--- src/rtl/pmc_pkg.sv ---
package pmc_pkg;

    // Mode encoding doubles as the one-hot bit position.
    typedef enum logic [2:0] {
        PM_RESET   = 3'd0,
        PM_ACT_HI  = 3'd1,
        PM_ACT_MED = 3'd2,
        PM_SLEEP   = 3'd3,
        PM_STBY    = 3'd4,
        PM_WATCH   = 3'd5,
        PM_SUBACT  = 3'd6
    } pm_mode_t;

    localparam int PM_COUNT = 7;

    // Flat wake-source vector layout; wakeup pins follow the fixed sources.
    localparam int SRC_IRQ0  = 0;
    localparam int SRC_IRQ1  = 1;
    localparam int SRC_TMA   = 2;
    localparam int SRC_TMF   = 3;
    localparam int SRC_GEN   = 4;
    localparam int SRC_FIXED = 5;

    typedef struct packed {
        logic stby;
        logic lowspd;
        logic medspd;
        logic wtimer;
    } pm_ctrl_t;

    function automatic logic pm_is_active(pm_mode_t m);
        return (m == PM_ACT_HI) || (m == PM_ACT_MED) || (m == PM_SUBACT);
    endfunction

    function automatic logic pm_is_stopped(pm_mode_t m);
        return (m == PM_SLEEP) || (m == PM_STBY) || (m == PM_WATCH);
    endfunction

    function automatic logic [PM_COUNT-1:0] pm_onehot(pm_mode_t m);
        logic [PM_COUNT-1:0] v;
        v = '0;
        v[m] = 1'b1;
        return v;
    endfunction

    // Mode reached after a qualified wakeup.
    function automatic pm_mode_t pm_wake_target(pm_ctrl_t c);
        if (c.lowspd)      return PM_SUBACT;
        else if (c.medspd) return PM_ACT_MED;
        else               return PM_ACT_HI;
    endfunction

endpackage

--- src/rtl/pmc_rel_sync.sv ---
module pmc_rel_sync #(
    parameter int STAGES = 2
) (
    input  logic clk,
    input  logic pin_rst_n,
    output logic rel_o
);
    logic [STAGES-1:0] q;

    generate
        if (STAGES == 1) begin : g_single
            always_ff @(posedge clk or negedge pin_rst_n) begin
                if (!pin_rst_n) q <= 1'b0;
                else            q <= 1'b1;
            end
        end else begin : g_chain
            always_ff @(posedge clk or negedge pin_rst_n) begin
                if (!pin_rst_n) q <= '0;
                else            q <= {q[STAGES-2:0], 1'b1};
            end
        end
    endgenerate

    assign rel_o = q[STAGES-1];

    // release only ever rises after the pin has been high for a cycle
    p_rel_after_pin_r2: assert property (@(posedge clk) disable iff (!pin_rst_n)
        $rose(rel_o) |-> $past(pin_rst_n));

endmodule

--- src/rtl/pmc_wake_qual.sv ---
module pmc_wake_qual
    import pmc_pkg::*;
#(
    parameter int NUM_WKP = 8,
    localparam int NSRC = SRC_FIXED + NUM_WKP
) (
    input  pm_mode_t        mode_i,
    input  logic            int_mask,
    input  logic [NSRC-1:0] req_i,
    input  logic [NSRC-1:0] en_i,
    output logic            hit_o
);
    logic [NSRC-1:0] allow;

    // Per-source membership in each stopped mode's wake set.
    for (genvar g = 0; g < NSRC; g++) begin : g_src
        localparam bit IS_PIN   = (g >= SRC_FIXED);
        localparam bit STBY_OK  = (g == SRC_IRQ0) || (g == SRC_IRQ1) || IS_PIN;
        localparam bit WATCH_OK = (g == SRC_IRQ0) || (g == SRC_TMA) ||
                                  (g == SRC_TMF)  || IS_PIN;
        assign allow[g] = (mode_i == PM_SLEEP) ||
                          ((mode_i == PM_STBY)  && STBY_OK) ||
                          ((mode_i == PM_WATCH) && WATCH_OK);
    end

    assign hit_o = !int_mask && (|(req_i & en_i & allow));

endmodule

--- src/rtl/pmc_sleep_dec.sv ---
module pmc_sleep_dec
    import pmc_pkg::*;
(
    input  pm_mode_t mode_i,
    input  logic     sleep_stb,
    input  logic     sel_stby,
    input  logic     sel_lowspd,
    input  logic     sel_wtimer,
    output logic     go_o,
    output pm_mode_t target_o
);
    logic armed;
    assign armed = sleep_stb && pm_is_active(mode_i);

    always_comb begin
        go_o     = 1'b0;
        target_o = mode_i;
        if (armed) begin
            if (sel_stby && sel_wtimer) begin
                go_o     = 1'b1;
                target_o = PM_WATCH;
            end else if (sel_stby && !sel_lowspd) begin
                go_o     = 1'b1;
                target_o = PM_STBY;
            end else if (!sel_stby && !sel_lowspd) begin
                go_o     = 1'b1;
                target_o = PM_SLEEP;
            end
        end
    end

endmodule

--- src/rtl/pmc_mode_ctrl.sv ---
module pmc_mode_ctrl
    import pmc_pkg::*;
#(
    parameter int NUM_WKP    = 8,
    parameter int REL_STAGES = 2,
    localparam int NSRC = SRC_FIXED + NUM_WKP
) (
    input  logic               clk,
    input  logic               pin_rst_n,
    input  logic               sleep_stb,
    input  logic               sel_stby,
    input  logic               sel_lowspd,
    input  logic               sel_medspd,
    input  logic               sel_wtimer,
    input  logic [1:0]         clk_ratio,
    input  logic               int_mask,
    input  logic               irq0_req,
    input  logic               irq0_en,
    input  logic               irq1_req,
    input  logic               irq1_en,
    input  logic [NUM_WKP-1:0] wkp_req,
    input  logic [NUM_WKP-1:0] wkp_en,
    input  logic               tma_req,
    input  logic               tma_en,
    input  logic               tmf_req,
    input  logic               tmf_en,
    input  logic               gen_req,
    input  logic               gen_en,
    output logic [PM_COUNT-1:0] mode_oh,
    output logic [1:0]         div_sel
);
    pm_mode_t mode_q, mode_d, sleep_tgt;
    pm_ctrl_t ctrl;
    logic     rel, wake_hit, sleep_go;
    logic [NSRC-1:0] req_vec, en_vec;

    assign ctrl    = '{stby: sel_stby, lowspd: sel_lowspd,
                       medspd: sel_medspd, wtimer: sel_wtimer};
    assign req_vec = {wkp_req, gen_req, tmf_req, tma_req, irq1_req, irq0_req};
    assign en_vec  = {wkp_en,  gen_en,  tmf_en,  tma_en,  irq1_en,  irq0_en};

    pmc_rel_sync #(.STAGES(REL_STAGES)) u_rel (
        .clk       (clk),
        .pin_rst_n (pin_rst_n),
        .rel_o     (rel)
    );

    pmc_wake_qual #(.NUM_WKP(NUM_WKP)) u_wake (
        .mode_i   (mode_q),
        .int_mask (int_mask),
        .req_i    (req_vec),
        .en_i     (en_vec),
        .hit_o    (wake_hit)
    );

    pmc_sleep_dec u_sleep (
        .mode_i     (mode_q),
        .sleep_stb  (sleep_stb),
        .sel_stby   (sel_stby),
        .sel_lowspd (sel_lowspd),
        .sel_wtimer (sel_wtimer),
        .go_o       (sleep_go),
        .target_o   (sleep_tgt)
    );

    always_comb begin
        mode_d = mode_q;
        if (mode_q == PM_RESET) begin
            if (rel) mode_d = PM_ACT_MED;
        end else if (pm_is_active(mode_q)) begin
            if (sleep_go) mode_d = sleep_tgt;
        end else if (pm_is_stopped(mode_q)) begin
            if (wake_hit) mode_d = pm_wake_target(ctrl);
        end else begin
            mode_d = PM_RESET;
        end
    end

    always_ff @(posedge clk or negedge pin_rst_n) begin
        if (!pin_rst_n) mode_q <= PM_RESET;
        else            mode_q <= mode_d;
    end

    assign mode_oh = pm_onehot(mode_q);
    assign div_sel = (mode_q == PM_ACT_MED) ? clk_ratio : 2'b00;

    p_reset_hold_r1: assert property (@(posedge clk)
        !pin_rst_n |-> (mode_oh == 7'b0000001));

    p_release_med_r2: assert property (@(posedge clk) disable iff (!pin_rst_n)
        (mode_q == PM_RESET && rel) |=> (mode_q == PM_ACT_MED));

    p_watch_entry_r3: assert property (@(posedge clk) disable iff (!pin_rst_n)
        (pm_is_active(mode_q) && sleep_stb && sel_stby && sel_wtimer)
        |=> (mode_q == PM_WATCH));

    p_sleep_entry_r5: assert property (@(posedge clk) disable iff (!pin_rst_n)
        (pm_is_active(mode_q) && sleep_stb && !sel_stby && !sel_lowspd)
        |=> (mode_q == PM_SLEEP));

    p_lowspd_hold_r6: assert property (@(posedge clk) disable iff (!pin_rst_n)
        (pm_is_active(mode_q) && sel_lowspd && !(sel_stby && sel_wtimer))
        |=> $stable(mode_q));

    p_stopped_hold_r7: assert property (@(posedge clk) disable iff (!pin_rst_n)
        (pm_is_stopped(mode_q) && !wake_hit) |=> $stable(mode_q));

    p_mask_blocks_r11: assert property (@(posedge clk) disable iff (!pin_rst_n)
        (pm_is_stopped(mode_q) && int_mask) |=> $stable(mode_q));

    p_div_med_r13: assert property (@(posedge clk) disable iff (!pin_rst_n)
        (mode_oh[2]) |-> (div_sel == clk_ratio));

endmodule

--- config.mk ---
export PLATFORM = sky130hd
export DESIGN_NAME = pmc_mode_ctrl
export DESIGN_NICKNAME = d
export VERILOG_FILES = /design/src/rtl/pmc_pkg.sv /design/src/rtl/pmc_rel_sync.sv /design/src/rtl/pmc_wake_qual.sv /design/src/rtl/pmc_sleep_dec.sv /design/src/rtl/pmc_mode_ctrl.sv
export SDC_FILE = /design/constraint.sdc
export NUM_CORES = 1
export LEC_CHECK = 0
export BUFFER_PORTS_ARGS = -buffer_cell sky130_fd_sc_hd__buf_4
export CAP_MARGIN = 10
export CORE_MARGIN = 2
export CORE_UTILIZATION = 44
export CTS_CLUSTER_SIZE = 40
export DETAILED_ROUTE_END_ITERATION = 8
export GPL_TIMING_DRIVEN = 0
export PLACE_DENSITY = 0.81
export SYNTH_ARGS = -nofsm -noshare
export SYNTH_HDL_FRONTEND = slang
export SYNTH_HIERARCHICAL = 1
export SYNTH_SLANG_ARGS = --single-unit
--- constraint.sdc ---
create_clock -name clk -period 4.41 [get_ports clk]
set_input_delay 0.6615 -clock clk [delete_from_list [all_inputs] [get_ports clk]]
set_output_delay 0.6615 -clock clk [all_outputs]
set_load 0.005 [all_outputs]
==> Word-level counts from Yosys, hierarchy flattened <==
Index checks and enable logic that the tools add are counted.
{ "totals": {"word_cells": 53, "ff_bits": 5, "out_inout_bits": 9, "in_bits": 36} }
{ "op_classes": {"bitwise": 2, "n_reduce_logical": 17, "eq_ne": 11, "mux": 19, "magnitude_cmp": 2} }
{ "op_table": {"columns": ["cell", "n"], "rows": [
  ["3-bit 2-to-1 mux", 11],
  ["13-bit AND", 2],
  ["13-bit OR reduction", 1],
  ["3-bit == test, second input constant", 3],
  ["3-bit by 2-bit == test with 1-bit output, second input constant", 2],
  ["1-bit logical AND", 6],
  ["1-bit logical OR", 5],
  ["1-bit 2-to-1 mux", 5],
  ["5-bit by 2-bit inequality test with 1-bit output, second input constant", 1],
  ["5-bit AND reduction", 1],
  ["3-bit by 4-bit < comparator with 1-bit output, second input constant", 1],
  ["2-bit 2-to-1 mux", 2],
  ["4-bit by 3-bit inequality test with 1-bit output, second input constant", 1],
  ["1-bit demux with 3-bit select", 1],
  ["3-bit by 1-bit == test with 1-bit output, second input constant", 1],
  ["3-bit by 1-bit greater-or-equal comparator with 1-bit output, second input constant", 1],
  ["1-bit logical NOT", 3],
  ["3-bit logical NOT", 1],
  ["3-bit by 2-bit inequality test with 1-bit output, second input constant", 1],
  ["3-bit inequality test, second input constant", 1],
  ["2-bit by 1-bit inequality test with 1-bit output, second input constant", 1]
]} }

==> Depth between registers and ports, before layout <==
{ "depth": {"depth_word": 10, "mapped_depth": 7, "depth_no_buf": 7} }

==> By module <==
The synthesis kept the hierarchy.
{ "modules_own_cells": {"columns": ["mod", "seq_area_each_um2", "n_inst", "area_each_um2", "cells_each"], "rows": [
  ["pmc_mode_ctrl", 75.1, 1, 354.1, 43],
  ["pmc_sleep_dec", 0.0, 1, 136.4, 19],
  ["pmc_wake_qual", 0.0, 1, 118.9, 17],
  ["pmc_rel_sync", 50.0, 1, 53.8, 3]
]} }

==> Least setup slack after synthesis <==
No wires, ideal clock.
{ "synth_path": {"path_type": "input to register", "start": "input irq0_req", "end": "register mode_q[0]", "path_stages": 7, "path_buffers": 0, "setup_ns": 0.142, "slack_ns": 2.453, "required_ns": 4.268, "arrival_time_ns": 1.814, "cell_sequence": "a222oi_1 nand3_1 o21ai_1 nand3_1 o221ai_1 o32a_1 o2111ai_2"} }
{ "synth_between": {"elab_chain_cells": 6} }
{ "synth_lines": {"columns": ["element", "line_no", "source"], "rows": [
  ["start, declared", "pmc_mode_ctrl.sv:17", "input logic irq0_req,"],
  ["13-bit AND (2 in a row)", "pmc_wake_qual.sv:26", "assign hit_o = !int_mask && (|(req_i & en_i & allow));"],
  ["13-bit OR reduction", "pmc_wake_qual.sv:26", null],
  ["1-bit logical AND", "pmc_wake_qual.sv:26", null],
  ["net wake_hit", "pmc_mode_ctrl.sv:34", "logic rel, wake_hit, sleep_go;"],
  ["4-bit by 3-bit inequality test with 1-bit output (no source line)", null, null],
  ["5-bit AND reduction (no source line)", null, null],
  ["end signal, assigned", "pmc_mode_ctrl.sv:81", "else mode_q <= mode_d;"],
  ["end, declared", "pmc_mode_ctrl.sv:32", "pm_mode_t mode_q, mode_d, sleep_tgt;"]
]} }
The timed path passes the listed nets, and every way through them passes these cells.
A chain may end at the register's enable or synchronous reset.

==> Worst setup path after layout <==
{ "layout_path": {"start": "register mode_q[1]", "end": "output div_sel[0]"} }
{ "layout_between": {"elab_chain_cells": 2} }
{ "layout_lines": {"columns": ["element", "line_no", "source"], "rows": [
  ["3-bit by 2-bit == test with 1-bit output", "pmc_mode_ctrl.sv:85", "assign div_sel = (mode_q == PM_ACT_MED) ? clk_ratio : 2'b00;"],
  ["2-bit 2-to-1 mux", "pmc_mode_ctrl.sv:85", null],
  ["end, declared", "pmc_mode_ctrl.sv:30", "output logic [1:0] div_sel"]
]} }
Every way passes these cells.

==> metrics.cfg <==
[sta]
worstMarginPinSlew_ps = 578
drv_slew = 0
hold_viol = 0
fin_setup_tns_ps = 0
post-route-period-util_pct = 46.2
finClkSkew_ps = 5.17
setup_viol = 0
period_minus_slack_ps = 2040
worst_slack_ps = 2370
fmax_mhz = 491
rsz0062_at_grt = no
slew-limit-headroom_pct = 61.5

[grt]
grt_start_max_net_pins = 12
grt_pass1_wl_um = 3240
grt_usage_pct = 23.2
grt_overflow = 0
antenna_found_initial = 0
grt_pass1_vias = 807

[detailed_routing]
vias = 854
drt_iter0_drc = 22
viasPerCell = 5.85
wl_per_cell_um = 13.3
ant_nets = 0
routed_wl_um = 1950
firstDrtPassIters = 4
drc_errors = 0

[finish]
drive_gt1_share_pct = 45.4
final_util_pct = 71.5
fin_nets = 167
antenna_cells = 0
syn_to_final_growth_pct = 56.8

[clock_tree]
cts_setup_buffers = 0
ctsHoldBuffers = 0
clock_path_buffers = 2
clockRootBuffer = clkbuf_4
clk_pin_slew_worst_paths_ps = 40
cts_resized = 0
clock_sinks = 5
cts_buffers = 3
worstSkewPairLatency_ps = 240
htree_num_levels = 1
cts_tree = done

[synthesis]
syn-num-nets = 118
synth_cell_types = 42
synth_edf_count = 0
synth_area_sq_um = 663
synth_commonest_cells = nor2_1, dfrtp_1, nand2_1
syn_inst = 82
async_reset_ff_share_pct = 100
yosys-top-cells-area = dfrtp_1, nand2b_4, a22oi_1
synth_top_cell_area_share_pct = 18.9
synth_flop_cell = dfrtp_1
yosysWarnings = 6
synth.avg_cell_area_sq_um = 8.09
yosys_register_bits = 5
yosysMostFrequentCell = nor2_1
synth-seq-area-share_pct = 18.9
synth_top_cell_by_area = dfrtp_1

[power]
power.leakage_nw = 0.500
p_total_mw = 0.479
ir_drop_mv = 0.353
power_density_nw_per_um2 = 461

[critical_path]
cp_slowest_stage_delay_ps = 480
cp-start-kind = register
cp.arrival_ps = 1380
slowest_stage = dfrtp_1
worstPathCellList = buf_6, nand2b_2, nor2_1, and2_1, buf_4
cp_top_family = flip-flops
rrSetupSlack_ps = 2420
worstPathRequired_ps = 3750
criticalPathCategory = register to output port
end_kind = output port
cp_max_fo = 9
crit_buf_inv = 2

[floorplan]
start_util_pct = 45.6
die_y_um = 42.8
io_pins = 45
fp-row-count = 14
dieArea_sq_um = 1830
die_w_um = 42.8
coreArea_sq_um = 1450

[placed_design]
place_congestion = 0.821
numPortBuffers = 44
hpwl_um = 1510
dp_slack_ps = 2150

[outcome]
outcome = finished clean

[job]
maxCapViolCount = 0

[hold_path]
hp-class = input port to async pin

[final timing paths]
path,start,end,cells after the start
hold reg to reg,u_rel/q[0],u_rel/q[1],0
setup / recovery,mode_q[1],div_sel[0],5
max in group asynchronous,pin_rst_n,u_rel/q[0],1
min in group clk,u_rel/q[0],u_rel/q[1],0
hold / removal,pin_rst_n,mode_q[0],1
setup reg to reg,mode_q[2],mode_q[0],6
[stage by stage]
| stage | hold WS [ps] | cell area, sq um | instances |
|---|---|---|---|
| after detailed placement | 346 | 1010 | 142 |
| after global placement | 342 | 1010 | 142 |
| final | 211 | 1040 | 146 |
| after global routing | 188 | 1040 | 146 |
| after CTS | 196 | 1040 | 146 |
| after floorplan | 331 | 663 | 82 |
[cells by family (layout without fill, tap and decap cells)]
logic type,after synthesis,after routing,synth area share [%]
buffers and inverters,7,55,6.79
other,1,1,0.565
AND/OR/NAND/NOR,37,37,34.7
AO/OA/AOI/OAI,31,31,37.6
flip-flops,5,5,18.9
multiplexers,1,1,1.51
[sequential cells by signal (all words and copies together) (netlist names)]
signal,count
mode_q,3
u_rel/q,2
[where the power goes]
group | leakage [nW] | switching, mW | internal (mW)
Combinational | 0.426 | 0.164 | 0.177
Clock | 0.0150 | 0.0180 | 0.0341
Sequential | 0.0589 | 0.0274 | 0.0592
[cells in the final DEF (no fill, tap or decap), types with 2 or more instances in the layout]
master and count:
nand2b_4 3, o221ai_1 2, o21ai_0 2, nand3b_1 2, buf_6 2, nor2b_1 2
clkbuf_4 3, and2_1 3, buf_4 45, a22oi_1 4, inv_1 4, nand2b_1 4
a21oi_1 3, o22ai_1 2, dfrtp_1 5, nand2_1 5, a222oi_1 2, nand3_1 3
o32ai_1 2, nor2_1 8
[area by class of cell]
class | instances | area (sq um)
timing repair buffer | 44 | 330
tap | 16 | 20.0
multi-input combinational | 70 | 493
buffer | 3 | 30.0
fill | 132 | 414
inverter | 4 | 15.0
clock buffer | 4 | 26.3
sequential | 5 | 125
[routing by layer]
| layer | vias to the layer above | wire length (um) | GRT usage, % |
|---|---|---|---|
| met5 | - | 0 | 0 |
| li1 | 418 | - | - |
| met4 | 0 | 18 | 14.4 |
| met1 | 391 | 733 | 23.9 |
| met3 | 4 | 206 | 8.51 |
| met2 | 41 | 991 | 39.4 |
(Power assumes the default switching activity.)
